$ cat src/rtl/pbus_pkg.sv
package pbus_pkg;

  localparam int PH_N    = 6;
  localparam int PH_WSU  = 0;
  localparam int PH_WLO  = 1;
  localparam int PH_WDH  = 2;
  localparam int PH_WREC = 3;
  localparam int PH_RACC = 4;
  localparam int PH_RREC = 5;

  typedef enum logic [2:0] {
    ST_IDLE = 3'd0,
    ST_WSU  = 3'd1,
    ST_WLO  = 3'd2,
    ST_WREC = 3'd3,
    ST_RACC = 3'd4,
    ST_RREC = 3'd5
  } pbus_state_e;

  typedef struct packed {
    logic acc_wr;
    logic acc_rd;
    logic wr_fall;
    logic wr_rise;
    logic oe_off;
    logic rd_rise;
    logic done;
  } pbus_evt_t;

  // ceiling of a picosecond limit over the clock period; zero stays zero
  function automatic int unsigned cyc_of(input int unsigned ps, input int unsigned clk_ps);
    return (ps + clk_ps - 1) / clk_ps;
  endfunction

  function automatic int unsigned max_u(input int unsigned a, input int unsigned b);
    return (a > b) ? a : b;
  endfunction

endpackage

$ cat src/rtl/pbus_phase_timer.sv
module pbus_phase_timer #(
  parameter int unsigned CYCLES = 1
) (
  input  logic clk,
  input  logic rst,
  input  logic run,
  output logic done
);
  localparam int unsigned CW   = (CYCLES > 1) ? $clog2(CYCLES) : 1;
  localparam logic [CW-1:0] LAST = CW'(CYCLES - 1);

  logic [CW-1:0] cnt;

  assign done = run && (cnt == LAST);

  always_ff @(posedge clk) begin
    if (rst || !run || done) cnt <= '0;
    else                     cnt <= cnt + 1'b1;
  end
endmodule

$ cat src/rtl/pbus_seq.sv
module pbus_seq
  import pbus_pkg::*;
(
  input  logic            clk,
  input  logic            rst,
  input  logic            cmd_valid,
  input  logic            cmd_write,
  input  logic [PH_N-1:0] ph_done,
  output logic [PH_N-1:0] ph_run,
  output pbus_evt_t       evt
);
  pbus_state_e state, state_nx;

  always_comb begin
    ph_run          = '0;
    ph_run[PH_WSU]  = (state == ST_WSU);
    ph_run[PH_WLO]  = (state == ST_WLO);
    ph_run[PH_WDH]  = (state == ST_WREC);
    ph_run[PH_WREC] = (state == ST_WREC);
    ph_run[PH_RACC] = (state == ST_RACC);
    ph_run[PH_RREC] = (state == ST_RREC);
  end

  always_comb begin
    evt.acc_wr  = (state == ST_IDLE) && cmd_valid && cmd_write;
    evt.acc_rd  = (state == ST_IDLE) && cmd_valid && !cmd_write;
    evt.wr_fall = (state == ST_WSU)  && ph_done[PH_WSU];
    evt.wr_rise = (state == ST_WLO)  && ph_done[PH_WLO];
    evt.oe_off  = ph_done[PH_WDH];
    evt.rd_rise = (state == ST_RACC) && ph_done[PH_RACC];
    evt.done    = ((state == ST_WREC) && ph_done[PH_WREC]) ||
                  ((state == ST_RREC) && ph_done[PH_RREC]);
  end

  always_comb begin
    state_nx = state;
    unique case (state)
      ST_IDLE: if (evt.acc_wr) state_nx = ST_WSU;
               else if (evt.acc_rd) state_nx = ST_RACC;
      ST_WSU:  if (evt.wr_fall) state_nx = ST_WLO;
      ST_WLO:  if (evt.wr_rise) state_nx = ST_WREC;
      ST_WREC: if (evt.done)    state_nx = ST_IDLE;
      ST_RACC: if (evt.rd_rise) state_nx = ST_RREC;
      ST_RREC: if (evt.done)    state_nx = ST_IDLE;
      default: state_nx = ST_IDLE;
    endcase
  end

  always_ff @(posedge clk) begin
    if (rst) state <= ST_IDLE;
    else     state <= state_nx;
  end
endmodule

$ cat src/rtl/pbus_io_regs.sv
module pbus_io_regs
  import pbus_pkg::*;
#(
  parameter int ADDR_W = 6,
  parameter int DATA_W = 8
) (
  input  logic              clk,
  input  logic              rst,
  input  pbus_evt_t         evt,
  input  logic [ADDR_W-1:0] cmd_addr,
  input  logic [DATA_W-1:0] cmd_wdata,
  input  logic [DATA_W-1:0] bus_din,
  output logic              cmd_ready,
  output logic              rsp_valid,
  output logic [DATA_W-1:0] rsp_rdata,
  output logic [ADDR_W-1:0] bus_addr,
  output logic [DATA_W-1:0] bus_dout,
  output logic              bus_oe,
  output logic              bus_rd_n,
  output logic              bus_wr_n
);
  always_ff @(posedge clk) begin
    if (rst) begin
      cmd_ready <= 1'b1;
      rsp_valid <= 1'b0;
      rsp_rdata <= '0;
      bus_addr  <= '0;
      bus_dout  <= '0;
      bus_oe    <= 1'b0;
      bus_rd_n  <= 1'b1;
      bus_wr_n  <= 1'b1;
    end else begin
      rsp_valid <= 1'b0;
      if (evt.acc_wr || evt.acc_rd) begin
        cmd_ready <= 1'b0;
        bus_addr  <= cmd_addr;
      end
      if (evt.acc_wr) begin
        bus_dout <= cmd_wdata;
        bus_oe   <= 1'b1;
      end
      if (evt.acc_rd)  bus_rd_n <= 1'b0;
      if (evt.wr_fall) bus_wr_n <= 1'b0;
      if (evt.wr_rise) bus_wr_n <= 1'b1;
      if (evt.oe_off)  bus_oe   <= 1'b0;
      if (evt.rd_rise) begin
        rsp_rdata <= bus_din;
        bus_rd_n  <= 1'b1;
      end
      if (evt.done) begin
        cmd_ready <= 1'b1;
        rsp_valid <= 1'b1;
      end
    end
  end
endmodule

$ cat src/rtl/pbus_master.sv
module pbus_master
  import pbus_pkg::*;
#(
  parameter int          ADDR_W          = 6,
  parameter int          DATA_W          = 8,
  parameter int unsigned CLK_PS          = 10000,
  parameter int unsigned T_WR_ASU_PS     = 8000,
  parameter int unsigned T_WR_DSU_PS     = 3000,
  parameter int unsigned T_WR_DHD_PS     = 2500,
  parameter int unsigned T_WR_LOW_PS     = 7000,
  parameter int unsigned T_WR_HIGH_PS    = 10500,
  parameter int unsigned T_RD_AACC_PS    = 15000,
  parameter int unsigned T_RD_SACC_PS    = 15000,
  parameter int unsigned T_RD_AHD_PS     = 5000,
  parameter int unsigned T_RD_RELEASE_PS = 10000
) (
  input  logic              clk,
  input  logic              rst,
  input  logic              cmd_valid,
  output logic              cmd_ready,
  input  logic              cmd_write,
  input  logic [ADDR_W-1:0] cmd_addr,
  input  logic [DATA_W-1:0] cmd_wdata,
  output logic              rsp_valid,
  output logic [DATA_W-1:0] rsp_rdata,
  output logic [ADDR_W-1:0] bus_addr,
  output logic [DATA_W-1:0] bus_dout,
  output logic              bus_oe,
  input  logic [DATA_W-1:0] bus_din,
  output logic              bus_rd_n,
  output logic              bus_wr_n
);
  localparam int unsigned WSU_C  = max_u(1, max_u(cyc_of(T_WR_ASU_PS, CLK_PS),
                                                  cyc_of(T_WR_DSU_PS, CLK_PS)));
  localparam int unsigned WLO_C  = max_u(1, cyc_of(T_WR_LOW_PS, CLK_PS));
  localparam int unsigned WDH_C  = max_u(1, cyc_of(T_WR_DHD_PS, CLK_PS));
  localparam int unsigned WREC_C = max_u(WDH_C, cyc_of(T_WR_HIGH_PS, CLK_PS));
  localparam int unsigned RACC_C = max_u(1, max_u(cyc_of(T_RD_AACC_PS, CLK_PS),
                                                  cyc_of(T_RD_SACC_PS, CLK_PS)));
  localparam int unsigned RREC_C = max_u(1, max_u(cyc_of(T_RD_AHD_PS, CLK_PS),
                                                  cyc_of(T_RD_RELEASE_PS, CLK_PS)));
  localparam int unsigned PH_CYC [PH_N] = '{WSU_C, WLO_C, WDH_C, WREC_C, RACC_C, RREC_C};

  logic [PH_N-1:0] ph_run;
  logic [PH_N-1:0] ph_done;
  pbus_evt_t       evt;

  for (genvar g = 0; g < PH_N; g++) begin : g_phase
    pbus_phase_timer #(.CYCLES(PH_CYC[g])) u_tmr (
      .clk  (clk),
      .rst  (rst),
      .run  (ph_run[g]),
      .done (ph_done[g])
    );
  end

  pbus_seq u_seq (
    .clk       (clk),
    .rst       (rst),
    .cmd_valid (cmd_valid),
    .cmd_write (cmd_write),
    .ph_done   (ph_done),
    .ph_run    (ph_run),
    .evt       (evt)
  );

  pbus_io_regs #(.ADDR_W(ADDR_W), .DATA_W(DATA_W)) u_io (
    .clk       (clk),
    .rst       (rst),
    .evt       (evt),
    .cmd_addr  (cmd_addr),
    .cmd_wdata (cmd_wdata),
    .bus_din   (bus_din),
    .cmd_ready (cmd_ready),
    .rsp_valid (rsp_valid),
    .rsp_rdata (rsp_rdata),
    .bus_addr  (bus_addr),
    .bus_dout  (bus_dout),
    .bus_oe    (bus_oe),
    .bus_rd_n  (bus_rd_n),
    .bus_wr_n  (bus_wr_n)
  );
endmodule

$ cat config.mk
export PLATFORM = sky130hd
export DESIGN_NAME = pbus_master
export DESIGN_NICKNAME = d
export VERILOG_FILES = /design/src/rtl/pbus_pkg.sv /design/src/rtl/pbus_phase_timer.sv /design/src/rtl/pbus_seq.sv /design/src/rtl/pbus_io_regs.sv /design/src/rtl/pbus_master.sv
export SDC_FILE = /design/constraint.sdc
export NUM_CORES = 1
export LEC_CHECK = 0
export BUFFER_PORTS_ARGS = -buffer_cell sky130_fd_sc_hd__buf_4
export CAP_MARGIN = 20
export CORE_MARGIN = 2
export CORE_UTILIZATION = 43
export DETAILED_ROUTE_END_ITERATION = 8
export PLACE_DENSITY_LB_ADDON = 0.1
export SLEW_MARGIN = 10
export SYNTH_ARGS = -nofsm -noshare
export SYNTH_HDL_FRONTEND = slang
export SYNTH_SLANG_ARGS = --single-unit
$ cat constraint.sdc
create_clock -name clk -period 1.46 [get_ports clk]
set_input_delay 0.219 -clock clk [delete_from_list [all_inputs] [get_ports clk]]
set_output_delay 0.219 -clock clk [all_outputs]
set_load 0.02 [all_outputs]
== Yosys cells after proc, flatten, opt, wreduce, memory -nomap -nowiden ==
Cells that the tools add are included.
Widths: inputs -> output; s select.

* Register bits: 36
* Latch bits: 0
* Memory bits (writable): 0
* ROM bits: 0
* Input port bits: 26
* Logic and storage cells: 83
* Memories kept: 0

* Add/sub/neg operators: 6
* $mul: 0
* Divide/modulo/power cells: 0
* $lt $le $gt $ge: 0
* Eq/ne operators: 10
* Shifts and indexed selects: 0
* Mux-type cells: 8
* Bitwise logic cells: 4
* Reductions and logical operators: 40

{| class="wikitable"
|+ Operators by type and width
! kind !! number
|-
| $mux 3 || 6
|-
| $pmux 3 s5 || 1
|-
| $logic_and 1x1->1 || 14
|-
| $logic_or 1x1->1 || 13
|-
| $reduce_or 2->1 || 5
|-
| $add 1x1->1 const B || 6
|-
| $eq 3x2->1 const B || 2
|-
| $eq 3x3->1 const B || 2
|-
| $logic_not 1->1 || 6
|-
| $ne 2x2->1 const B || 3
|-
| $reduce_and 5->1 || 1
|-
| $not 1->1 || 4
|-
| $eq 3x1->1 const B || 1
|-
| $logic_not 3->1 || 1
|-
| $ne 3x1->1 const B || 1
|-
| $ne 2x1->1 const B || 1
|-
| $mux 1 || 1
|}

== Logic depth before layout (Yosys ltp) ==
* Depth after elaboration: 6
* Depth in mapped cells: 6
* Mapped depth without buffers: 4

== Cells and area by module ==
From an unflattened synthesis, not the netlist that was laid out.

* Cell total of the unflattened synthesis: 159
* Area total of the unflattened synthesis: 1571.5 µm²

{| class="wikitable"
|+ Modules (own cells, without submodules)
! module !! times used !! cells an instance !! area an instance (µm²)
|-
| pbus_io_regs || 1 || 95 || 996.0
|-
| pbus_seq || 1 || 46 || 345.3
|-
| pbus_phase_timer at g_phase[0].u_tmr ... || 4 || 3 || 37.5
|-
| pbus_phase_timer at g_phase[3].u_tmr ... || 2 || 3 || 40.0
|}

== Worst setup path after synthesis ==
OpenSTA, ideal clock, no wires.

* Path type: register to register
* Start: reg u_seq.state[1]
* End: reg u_seq.state[2]
* Setup time: 0.134 ns
* Arrival: 1.283 ns
* Slack: 0.043 ns
* Stages on the path, launching flop included: 6
* Buffers on the path: 1
* Path through: dfxtp_1 -> buf_6 -> nor4b_4 -> nand2_2 -> a31oi_1 -> a211oi_2

* Word-level cells in the longest chain between the ends: 6
* Elaborated cells on any way between the ends: 29
* Those cells by class: eq/ne: 10; mux: 2; reduce/logical: 17

{| class="wikitable"
|+ RTL lines
! element !! RTL line !! text
|-
| from (decl) || pbus_seq.sv:12 || <nowiki>pbus_state_e state, state_nx;</nowiki>
|-
| from (signal assigned) || pbus_seq.sv:51 || <nowiki>else state <= state_nx;</nowiki>
|-
| $eq 3x2->1 / $eq 3x3->1 (equally long branches) || - ||
|-
| $logic_and 1x1->1 || pbus_phase_timer.sv:14 || <nowiki>assign done = run && (cnt == LAST);</nowiki>
|-
| $logic_and 1x1->1 (on tied branches) || pbus_seq.sv:31, pbus_seq.sv:32 ||
|-
| $logic_or 1x1->1 || pbus_seq.sv:31 || <nowiki>evt.done = ((state == ST_WREC) && ph_done[PH_WREC]) ||</nowiki>
|-
| $ne 2x1->1 (no source line) || - ||
|-
| $reduce_and 5->1 (no source line) || - ||
|}

Several ways; a longest one is shown, not always the timed one.
A chain may end at the register's enable or synchronous reset.

== Final worst setup path ==
Same ends and word-level chain as after synthesis.

==> results_dict.tcl <==
set metrics [dict create \
    whs_ns 0.1266 \
    ys_seq_area_share_pct 52.08 \
    num_antenna_cells 0 \
    start_util_pct 45.33 \
    pin_count 53 \
    synth-edff-count 0 \
    clk_pin_slew_ns 0.10 \
    first_pass_iters 4 \
    layout.nets 254 \
    yosysWarnings 0 \
    place_congestion 0.8311 \
    syn_inst 157 \
    crit_type "flop to flop" \
    clock_path_buffers 2 \
    r2r_slack_ns 0.01 \
    grt_pass1_vias 1167 \
    die_h_um 60.73 \
    hold_class "input pin to flop" \
    r2r_end "u_seq.state[2]" \
    vias 1314 \
    num_rows 20 \
    finalSetupViolCount 0 \
    drt_iter0_drc 73 \
    io_buffers 52 \
    cts.sinks 36 \
    cp_top_family "compound AO/OA/AOI/OAI gates" \
    dr_wl_met3_um 224 \
    crit_fanout 10 \
    max_stage_delay_ns 0.41 \
    cts_tree "yes" \
    die-area_um2 3688 \
    synth_compound_area_share_pct 15.82 \
    r2r-start "u_seq.state[1]" \
    clkLatencyLatePin_ns 0.33 \
    viasPerCell 4.813 \
    final_core_util_pct 66.15 \
    drc_errors 0 \
    routed.top_layer "met4" \
    die_x_um 60.73 \
    root_buffer "clkbuf_4" \
    grt_pass1_wl_mm 5.064 \
    p_per_area_nw_per_um2 1529 \
    core_um2 3053 \
    irDropWorstVdd_v 0.0008879 \
    ant_nets 0 \
    ys_ff_latch 36 \
    wl_met1_mm 1.388 \
    leakagePower_uw 0.0008730 \
    worstSetupStartpointType "flop" \
    finalCriticalPeriod_ns 1.445 \
    critPathSlowestCell "dfxtp_4" \
    synthFlopType "dfxtp_1" \
    muxShareOfSynthArea_pct 0 \
    multi_input_area_um2 620.6 \
    antenna_found_initial 0 \
    fin_skew_ns 0.004876 \
    rr_worst_depth 4 \
    gr-total-overflow 0 \
    cp_cell_sequence "or2b_1, a311oi_2, a31oi_1, a211oi_2" \
    dpl_worst_slack_ns -0.08361 \
    syn_to_final_growth_pct 45.93 \
    avgSynthCellArea_um2 8.814 \
    fillers 287 \
    grt_max_degree 30 \
    critPathCaptureType "flop" \
    async_flop_share_pct 0 \
    gr-usage-all-layers_pct 18.81 \
    drt_wl_total_mm 3.273 \
    htreeDepth 2 \
    fin_crit_sh_pct 99.00 \
    finalHoldViolCount 0 \
    synth_xor_area_share_pct 0 \
    numCtsBuffers 5 \
    post-dp-hpwl_mm 2.384 \
    cp.arrival_ns 1.69 \
    drive_gt1_share_pct 41.48 \
    synth-simple-area-share_pct 26.40 \
    holdPathEnd "u_io.bus_dout[0]" \
    hold_depth 3 \
    synthAdderAreaFrac_pct 0 \
    rsz0062_at_grt "yes" \
    max_freq_mhz 691.8 \
    setup_ws_ns 0.01454 \
    register_area_um2 729.5 \
    synth_top_family_by_area "simple AND/OR/NAND/NOR gates" \
    syn-cell-area_um2 1384 \
    outcome "completed" \
    cp_data_required_time_ns 1.71 \
    min_from "cmd_wdata[0]" \
    maxCapViolations 0 \
    maxSlewViolCount 0 \
    critPathBufInv 0 \
    routedWlPerCell_um 11.99 \
    yosysUniqueCellTypes 37 \
    met2_length_mm 1.621 \
]
[cell type report]
cell class / instances / area share (%)
sequential: 36 / 36.12
tap: 44 / 2.726
clock buffer: 8 / 2.912
inverter: 3 / 0.5576
multi-input combinational: 112 / 30.73
timing repair buffer: 70 / 26.95
[placed cells by master (no fill, tap or decap), drive strengths merged, types with 2 or more instances in the layout]
master,instances
or2b,3
and2,2
nor2,5
conb,4
dfxtp,36
a21oi,24
inv,3
clkbuf,8
nand3,2
nand2,49
nor4b,3
nor3,2
buf,70
[what timing repair did]
action | CTS | global route
endpoints found under the setup margin | 11 | 19
setup buffers | 0 | 3
pin swaps | 1 | 3
hold buffers | 0 | 0
resized for setup | 3 | 13
[logic make-up (layout without fill, tap and decap cells)]
group,count (synthesis),in the layout
buffers and inverters,12,81
other,1,4
flip-flops,36,36
AO/OA/AOI/OAI,35,35
AND/OR/NAND/NOR,73,73
[worst reg2reg max path, cell delays in order, from the launching register on]
cell and delay (ns):
dfxtp_4 0.41, or2b_1 0.27, a311oi_2 0.34, a31oi_1 0.16, a211oi_2 0.20
[registers in the layout, indices dropped and copies added (netlist names), 3 cells and up]
register           flops
u_seq.state            3
u_io.bus_addr          6
u_io.rsp_rdata         8
g_phase.u_tmr.cnt      6
u_io.bus_dout          8
[how the worst max path moves through the flow]
stage,start,end,slack [ns],cells past startpoint
floorplan,u_seq.state[1],u_seq.state[2],0.04,5
global placement,u_seq.state[1],u_seq.state[2],-0.02,4
detailed placement,u_seq.state[1],u_seq.state[2],-0.08,4
CTS,u_seq.state[1],u_io.bus_dout[4],0.002,6
global route,u_seq.state[1],u_seq.state[2],-0.05,4
finish,u_seq.state[1],u_seq.state[2],0.01,4
[synthesized netlist by cell type (all sizes together) (2+ instances only)]
master	n	share of area (%)
nand2	49	13
dfxtp	36	52
a21oi	24	8.7
clkbuf	5	1.4
nor2	5	1.5
buf	4	3.3
inv	3	0.81
nor4b	3	3.0
or2b	3	1.6
and2	2	1.1
nand3	2	0.72
nor3	2	1.1
[routing by layer]
metal | up-vias | GRT usage, %
met5 | - | 0
met4 | 0 | 5.590
met3 | 4 | 7.463
met2 | 40 | 30.88
met1 | 600 | 22.82
li1 | 670 | -
[through the flow]
step	power, uW	instances	TNS (ns)	instance area, um2
3_3_place_gp	2417	262	-0.02328	1889
2_1_floorplan	2001	160	0	1395
4_1_cts	3006	270	0	1953
5_1_grt	3291	273	-0.2634	2019
6_report	3087	273	0	2019
3_5_place_dp	2462	262	-0.2734	1889
[report_power, final]
part,internal [uW],switching (uW)
clock network,238,308
logic,668,591
registers,1140,146
Power figures use the tool's default switching activity.
